==> config.mk <==
export PLATFORM = sky130hd
export DESIGN_NAME = i2c_regport_target
export DESIGN_NICKNAME = d
export VERILOG_FILES = /design/src/rtl/i2c_tgt_pkg.sv /design/src/rtl/i2c_line_sync.sv /design/src/rtl/i2c_target_core.sv /design/src/rtl/i2c_irq_drive.sv /design/src/rtl/i2c_regport_target.sv
export SDC_FILE = /design/constraint.sdc
export NUM_CORES = 1
export LEC_CHECK = 0
export BUFFER_PORTS_ARGS = -buffer_cell sky130_fd_sc_hd__buf_2
export CORE_MARGIN = 2
export CORE_UTILIZATION = 30
export CTS_CLUSTER_SIZE = 25
export DETAILED_ROUTE_END_ITERATION = 10
export PLACE_DENSITY_LB_ADDON = 0.12
export SLEW_MARGIN = 15
export SYNTH_ARGS = -nofsm -noshare
export SYNTH_HDL_FRONTEND = slang
export SYNTH_SLANG_ARGS = --single-unit
==> constraint.sdc <==
create_clock -name clk -period 4.9 [get_ports clk]
set_input_delay 0.245 -clock clk [delete_from_list [all_inputs] [get_ports clk]]
set_output_delay 0.245 -clock clk [all_outputs]
set_load 0.05 [all_outputs]
==> src/rtl/i2c_tgt_pkg.sv <==
package i2c_tgt_pkg;
  typedef enum logic [2:0] {
    ST_IDLE,
    ST_DEV,
    ST_REG,
    ST_WR,
    ST_RD
  } tgt_state_e;
endpackage

==> src/rtl/i2c_line_sync.sv <==
module i2c_line_sync #(
  parameter int LINES  = 2,
  parameter int STAGES = 2
) (
  input  logic             clk,
  input  logic             rst,
  input  logic [LINES-1:0] din,
  output logic [LINES-1:0] dout,
  output logic [LINES-1:0] rise,
  output logic [LINES-1:0] fall
);
  for (genvar i = 0; i < LINES; i++) begin : g_line
    logic [STAGES:0] sh;
    always_ff @(posedge clk) begin
      if (rst) sh <= '1;
      else     sh <= {sh[STAGES-1:0], din[i]};
    end
    assign dout[i] = sh[STAGES-1];
    assign rise[i] = sh[STAGES-1] & ~sh[STAGES];
    assign fall[i] = ~sh[STAGES-1] & sh[STAGES];
  end
endmodule

==> src/rtl/i2c_target_core.sv <==
module i2c_target_core
  import i2c_tgt_pkg::*;
#(
  parameter int W = 8
) (
  input  logic         clk,
  input  logic         rst,
  input  logic         scl,
  input  logic         sda,
  input  logic         scl_rise,
  input  logic         scl_fall,
  input  logic         sda_rise,
  input  logic         sda_fall,
  input  logic [6:0]   dev_addr,
  input  logic [W-1:0] reg_rdata,
  output logic         sda_oe,
  output logic         reg_we,
  output logic [W-1:0] reg_addr,
  output logic [W-1:0] reg_wdata
);
  localparam int CW = $clog2(W + 1);

  tgt_state_e     state;
  logic           ack_ph;
  logic           rw;
  logic           mack;
  logic [CW-1:0]  bitcnt;
  logic [W-1:0]   shreg;
  logic [W-1:0]   txreg;
  logic [W-1:0]   ptr;
  logic           start_c;
  logic           stop_c;

  assign start_c  = sda_fall & scl;
  assign stop_c   = sda_rise & scl;
  assign reg_addr = ptr;

  always_ff @(posedge clk) begin
    if (rst) begin
      state     <= ST_IDLE;
      ack_ph    <= 1'b0;
      rw        <= 1'b0;
      mack      <= 1'b0;
      bitcnt    <= '0;
      shreg     <= '0;
      txreg     <= '0;
      ptr       <= '0;
      sda_oe    <= 1'b0;
      reg_we    <= 1'b0;
      reg_wdata <= '0;
    end else begin
      reg_we <= 1'b0;
      if (reg_we) ptr <= ptr + 1'b1;
      if (stop_c) begin
        state  <= ST_IDLE;
        sda_oe <= 1'b0;
        ack_ph <= 1'b0;
      end else if (start_c) begin
        state  <= ST_DEV;
        bitcnt <= '0;
        ack_ph <= 1'b0;
        sda_oe <= 1'b0;
      end else begin
        case (state)
          ST_DEV, ST_REG, ST_WR: begin
            if (!ack_ph) begin
              if (scl_rise) begin
                shreg  <= {shreg[W-2:0], sda};
                bitcnt <= bitcnt + 1'b1;
              end else if (scl_fall && bitcnt == CW'(W)) begin
                if (state == ST_DEV && shreg[W-1 -: 7] != dev_addr) begin
                  state <= ST_IDLE;
                end else begin
                  sda_oe <= 1'b1;
                  ack_ph <= 1'b1;
                  if (state == ST_DEV) rw  <= shreg[W-8];
                  if (state == ST_REG) ptr <= shreg;
                  if (state == ST_WR) begin
                    reg_we    <= 1'b1;
                    reg_wdata <= shreg;
                  end
                end
              end
            end else if (scl_fall) begin
              sda_oe <= 1'b0;
              ack_ph <= 1'b0;
              bitcnt <= '0;
              if (state == ST_DEV) begin
                if (rw) begin
                  state  <= ST_RD;
                  txreg  <= reg_rdata;
                  sda_oe <= ~reg_rdata[W-1];
                  ptr    <= ptr + 1'b1;
                end else begin
                  state <= ST_REG;
                end
              end else if (state == ST_REG) begin
                state <= ST_WR;
              end
            end
          end
          ST_RD: begin
            if (!ack_ph) begin
              if (scl_fall) begin
                if (bitcnt == CW'(W - 1)) begin
                  sda_oe <= 1'b0;
                  ack_ph <= 1'b1;
                end else begin
                  txreg  <= {txreg[W-2:0], 1'b0};
                  sda_oe <= ~txreg[W-2];
                  bitcnt <= bitcnt + 1'b1;
                end
              end
            end else begin
              if (scl_rise) begin
                mack <= ~sda;
              end else if (scl_fall) begin
                ack_ph <= 1'b0;
                bitcnt <= '0;
                if (mack) begin
                  txreg  <= reg_rdata;
                  sda_oe <= ~reg_rdata[W-1];
                  ptr    <= ptr + 1'b1;
                end else begin
                  state <= ST_IDLE;
                end
              end
            end
          end
          default: ;
        endcase
      end
    end
  end

  // the drive only starts pulling low while the synchronized clock is low
  assert_drive_scl_low_R9: assert property (@(posedge clk) disable iff (rst)
    $rose(sda_oe) |-> !scl);

  // an idle target never pulls the line
  assert_idle_released_R2: assert property (@(posedge clk) disable iff (rst)
    (state == ST_IDLE) |-> !sda_oe);

  // bank write strobe lasts one cycle
  assert_we_single_R3: assert property (@(posedge clk) disable iff (rst)
    reg_we |=> !reg_we);

  // pointer steps after each written byte
  assert_ptr_step_R4: assert property (@(posedge clk) disable iff (rst)
    reg_we |=> reg_addr == $past(reg_addr) + 1'b1);
endmodule

==> src/rtl/i2c_irq_drive.sv <==
module i2c_irq_drive (
  input  logic clk,
  input  logic rst,
  input  logic irq_req,
  input  logic irq_pol,
  output logic irq_o
);
  always_ff @(posedge clk) begin
    if (rst) irq_o <= ~irq_pol;
    else     irq_o <= irq_pol ? irq_req : ~irq_req;
  end

  // output follows request with the selected level after one clock
  assert_irq_level_R10: assert property (@(posedge clk) disable iff (rst)
    1'b1 |=> irq_o == ($past(irq_pol) ? $past(irq_req) : ~$past(irq_req)));
endmodule

==> src/rtl/i2c_regport_target.sv <==
module i2c_regport_target #(
  parameter int                 W           = 8,
  parameter int                 SYNC_STAGES = 2,
  parameter int                 STRAP_W     = 3,
  parameter logic [6-STRAP_W:0] DEV_HI      = 'b1101
) (
  input  logic               clk,
  input  logic               rst,
  input  logic               scl_i,
  input  logic               sda_i,
  output logic               sda_oe,
  input  logic [STRAP_W-1:0] strap,
  output logic [W-1:0]       reg_addr,
  output logic [W-1:0]       reg_wdata,
  output logic               reg_we,
  input  logic [W-1:0]       reg_rdata,
  input  logic               irq_req,
  input  logic               irq_pol,
  output logic               irq_o
);
  logic [1:0] lvl, rise, fall;
  logic [6:0] dev_addr;

  assign dev_addr = {DEV_HI, strap};

  i2c_line_sync #(.LINES(2), .STAGES(SYNC_STAGES)) u_sync (
    .clk  (clk),
    .rst  (rst),
    .din  ({sda_i, scl_i}),
    .dout (lvl),
    .rise (rise),
    .fall (fall)
  );

  i2c_target_core #(.W(W)) u_core (
    .clk       (clk),
    .rst       (rst),
    .scl       (lvl[0]),
    .sda       (lvl[1]),
    .scl_rise  (rise[0]),
    .scl_fall  (fall[0]),
    .sda_rise  (rise[1]),
    .sda_fall  (fall[1]),
    .dev_addr  (dev_addr),
    .reg_rdata (reg_rdata),
    .sda_oe    (sda_oe),
    .reg_we    (reg_we),
    .reg_addr  (reg_addr),
    .reg_wdata (reg_wdata)
  );

  i2c_irq_drive u_irq (
    .clk     (clk),
    .rst     (rst),
    .irq_req (irq_req),
    .irq_pol (irq_pol),
    .irq_o   (irq_o)
  );
endmodule

==> results.sh <==
export IMPL_diodes=0
export IMPL_vdd_drop_max_uv=113.0
export IMPL_yosysWarnings=0
export IMPL_gp_congestion=0.8401
export IMPL_status="finished clean"
export IMPL_worstSkewPairLatency_ns=0.30
export IMPL_critPathLaunchType="flip-flop"
export IMPL_path_max_fanout=25
export IMPL_worstPathArrival_ns=2.60
export IMPL_synthFlopType="dfxtp_1"
export IMPL_clock_sinks=50
export IMPL_postCtsSetupBuffers=0
export IMPL_coreArea_um2=9284
export IMPL_grt_overflow_total=0
export IMPL_wl_met1_mm=3.783
export IMPL_grt_pass1_wl_mm=12.62
export IMPL_die_width_um=102.2
export IMPL_syn_num_nets=366
export IMPL_highest_layer="met4"
export IMPL_area_growth_pct=11.04
export IMPL_crit_type="flip-flop to flip-flop"
export IMPL_boundaryPins=36
export IMPL_hpwl_mm=5.354
export IMPL_vias_per_cell=5.093
export IMPL_finalCritPeriodShare_pct=48.81
export IMPL_min_to="u_sync.g_line[0].sh[0]$_SDFF_PP1_"
export IMPL_wl_per_cell_um=15.22
export IMPL_dieArea_um2=10440
export IMPL_yosysSeqAreaShare_pct=34.63
export IMPL_regToRegStartpoint="u_core.ack_ph$_SDFFE_PP0N_"
export IMPL_route_detailed_drc=0
export IMPL_async_flop_share_pct=0
export IMPL_power_leakage_nw=1.188
export IMPL_hp_class="input port to flip-flop"
export IMPL_wl_met2_mm=3.532
export IMPL_port_buffers=35
export IMPL_synth_seq_cells=50
export IMPL_nFillCells=1027
export IMPL_synth_cell_type_count=70
export IMPL_final_hold_viol_count=0
export IMPL_hold_depth=2
export IMPL_grt_pass1_vias=2462
export IMPL_grt_use_total_pct=15.29
export IMPL_tns_ns=0
export IMPL_hold_path_startpoint="scl_i"
export IMPL_dr_wl_met3_um=193
export IMPL_rows=35
export IMPL_critPathRequiredTime_ns=5.11
export IMPL_r2r_end="u_core.reg_addr[5]$_SDFF_PP0_"
export IMPL_numCtsBuffers=5
export IMPL_grt_max_degree=45
export IMPL_post_cts_resized=0
export IMPL_path_clk_slew_ns=0.11
export IMPL_period_needed_ns=2.392
export IMPL_htreeDepth=2
export IMPL_fmax_ghz=0.4181
export IMPL_maxSlewHeadroom_pct=38.78
export IMPL_first_iter_violations=66
export IMPL_ctsHoldBuffers=0
export IMPL_cap_violations=0
export IMPL_nets=386
export IMPL_drive_above_1_share_pct=19.07
export IMPL_fin_ws_ns=2.508
export IMPL_wl_mm=7.548
export IMPL_clockRootBuffer="clkbuf_8"
export IMPL_final_antenna_net_count=0
export IMPL_place_ws_ns=2.567
export IMPL_grt_setup_unrepaired="false"
export IMPL_cts_tree="built"
export IMPL_clockBufferDepth=2
export IMPL_synth_edf_count=0
export IMPL_synth_area_um2=2890
export IMPL_reg2regPathDepth=6
export IMPL_vias=2526
export IMPL_finalMaxSlewViolations=0
export IMPL_r2r_slack_ns=2.51
export IMPL_syn_avg_cell_area_um2=8.353
export IMPL_setup_viol=0
export IMPL_endpoint_kind="flip-flop"
export IMPL_powerDensity_nw_per_um2=237.8
export IMPL_worst_pin_slew_ns=0.9170
export IMPL_syn_inst=346
export IMPL_final_setup_skew_ns=0.005024
export IMPL_drt_pass1_iter_count=4
export IMPL_antenna_found_initial=0
export IMPL_start_util_pct=31.13
export IMPL_die_h_um=102.2
## placed cells by master (no fill, tap or decap), types with 2 or more instances in the layout
master	netlist	layout
a32oi_1	2	2
a311oi_1	3	3
nor3b_4	2	2
o21ai_1	3	3
or2_2	5	5
xnor2_1	11	11
nand3_1	15	15
nand2_1	48	48
nand4_1	2	2
o21bai_1	2	2
a21oi_1	21	21
dfxtp_1	50	50
mux2i_1	16	16
xor2_1	7	7
o22ai_1	4	4
nor2_1	36	36
nand4b_1	2	2
a31oi_2	2	2
inv_1	8	8
nor2b_1	5	5
buf_2	5	35
nor3_1	3	3
clkbuf_8	0	5
nand2b_1	4	4
a32o_1	2	2
ha_1	3	3
o21a_1	2	2
nand3b_1	2	2
a21o_1	2	2
o21ai_0	14	14
a311oi_2	4	4
o211ai_1	2	2
a22oi_1	3	3
and3_1	5	5
a31oi_1	2	2
## worst max path at each step
| stage | slack, ns | end | from | cells past startpoint |
|---|---|---|---|---|
| after floorplan | 2.80 | u_core.reg_addr[5]$_SDFF_PP0_ | u_core.reg_addr[2]$_SDFF_PP0_ | 7 |
| after global placement | 2.60 | u_core.bitcnt[2]$_SDFFE_PP0P_ | u_core.state[2]$_SDFFE_PP0P_ | 6 |
| after detailed placement | 2.57 | u_core.bitcnt[0]$_SDFFE_PP0P_ | u_core.ack_ph$_SDFFE_PP0N_ | 6 |
| after CTS | 2.53 | u_core.reg_addr[5]$_SDFF_PP0_ | u_core.ack_ph$_SDFFE_PP0N_ | 6 |
| after global routing | 2.32 | u_core.reg_addr[5]$_SDFF_PP0_ | u_core.ack_ph$_SDFFE_PP0N_ | 6 |
| final | 2.51 | u_core.reg_addr[5]$_SDFF_PP0_ | u_core.ack_ph$_SDFFE_PP0N_ | 6 |
## synthesized netlist by cell type (all sizes together) (8+ instances only)
cell type  number  area share, %
dfxtp          50             35
nand2          49            6.5
nor2           37            5.1
a21oi          22            4.2
o21ai          18            3.2
mux2i          16            5.5
nand3          15            2.6
clkbuf         12            1.6
xnor2          11            3.3
buf            10            2.4
inv             8            1.0
## critical path, cell delays in order, from the launching register on
cell	delay, ns
dfxtp_1	0.94
and4b_1	0.43
o2111ai_1	0.15
xnor2_1	0.16
a221oi_1	0.29
o21ai_1	0.11
a32o_1	0.22
## routing by layer
layer | GRT usage [%] | vias to the layer above
li1 | - | 1268
met1 | 20.75 | 1217
met2 | 25.61 | 39
met3 | 2.873 | 2
met4 | 2.872 | 0
met5 | 0 | -
## power by group
group          total [W]  switching [W]  internal, W  leakage [nW]
combinational  0.0000734      0.0000463    0.0000271         0.733
clock           0.000266       0.000159     0.000107        0.0506
sequential      0.000424      0.0000124     0.000412         0.405
## through the flow
step	hold WS (ns)	std cells	util, %	area, um2	power [W]
6_report	0.1110	496	34.57	3209	0.0007632
2_1_floorplan	0.3436	346	-	2890	0.0004855
3_5_place_dp	0.3975	488	33.52	3112	0.0005064
4_1_cts	0.1036	496	34.57	3209	0.0007768
3_3_place_gp	0.3996	488	33.52	3112	0.0005067
5_1_grt	0.1013	496	34.57	3209	0.0008061
## cell families after synthesis
family	synth area share [%]
buffers and inverters	5.021
AND/OR/NAND/NOR	25.41
XOR/XNOR	5.455
adder cells (fa/ha/maj)	1.299
flip-flops	34.63
AO/OA/AOI/OAI	22.64
multiplexers	5.541
## registers in the layout (all words and copies together), names as in the netlist
register,flops
u_core.state,3
u_core.sda_oe,1
u_core.bitcnt,4
u_core.shreg,8
u_sync.g_line.sh,6
u_core.ack_ph,1
u_core.reg_wdata,8
u_core.reg_we,1
u_core.rw,1
u_core.reg_addr,8
u_core.txreg,7
u_irq.irq_o,1
u_core.mack,1
## final cells by class
| cell class | count | area, um2 | share of cell area, % |
|---|---|---|---|
| Clock buffer | 5 | 68.82 | 2.144 |
| Clock inverter | 3 | 28.78 | 0.8967 |
| Inverter | 8 | 30.03 | 0.9357 |
| Multi-Input combinational cell | 266 | 1744 | 54.35 |
| Sequential cell | 50 | 1001 | 31.19 |
| Tap cell | 129 | 161.4 | 5.029 |
| Timing Repair Buffer | 35 | 175.2 | 5.458 |
No activity file was read; power rests on OpenSTA's default activity.
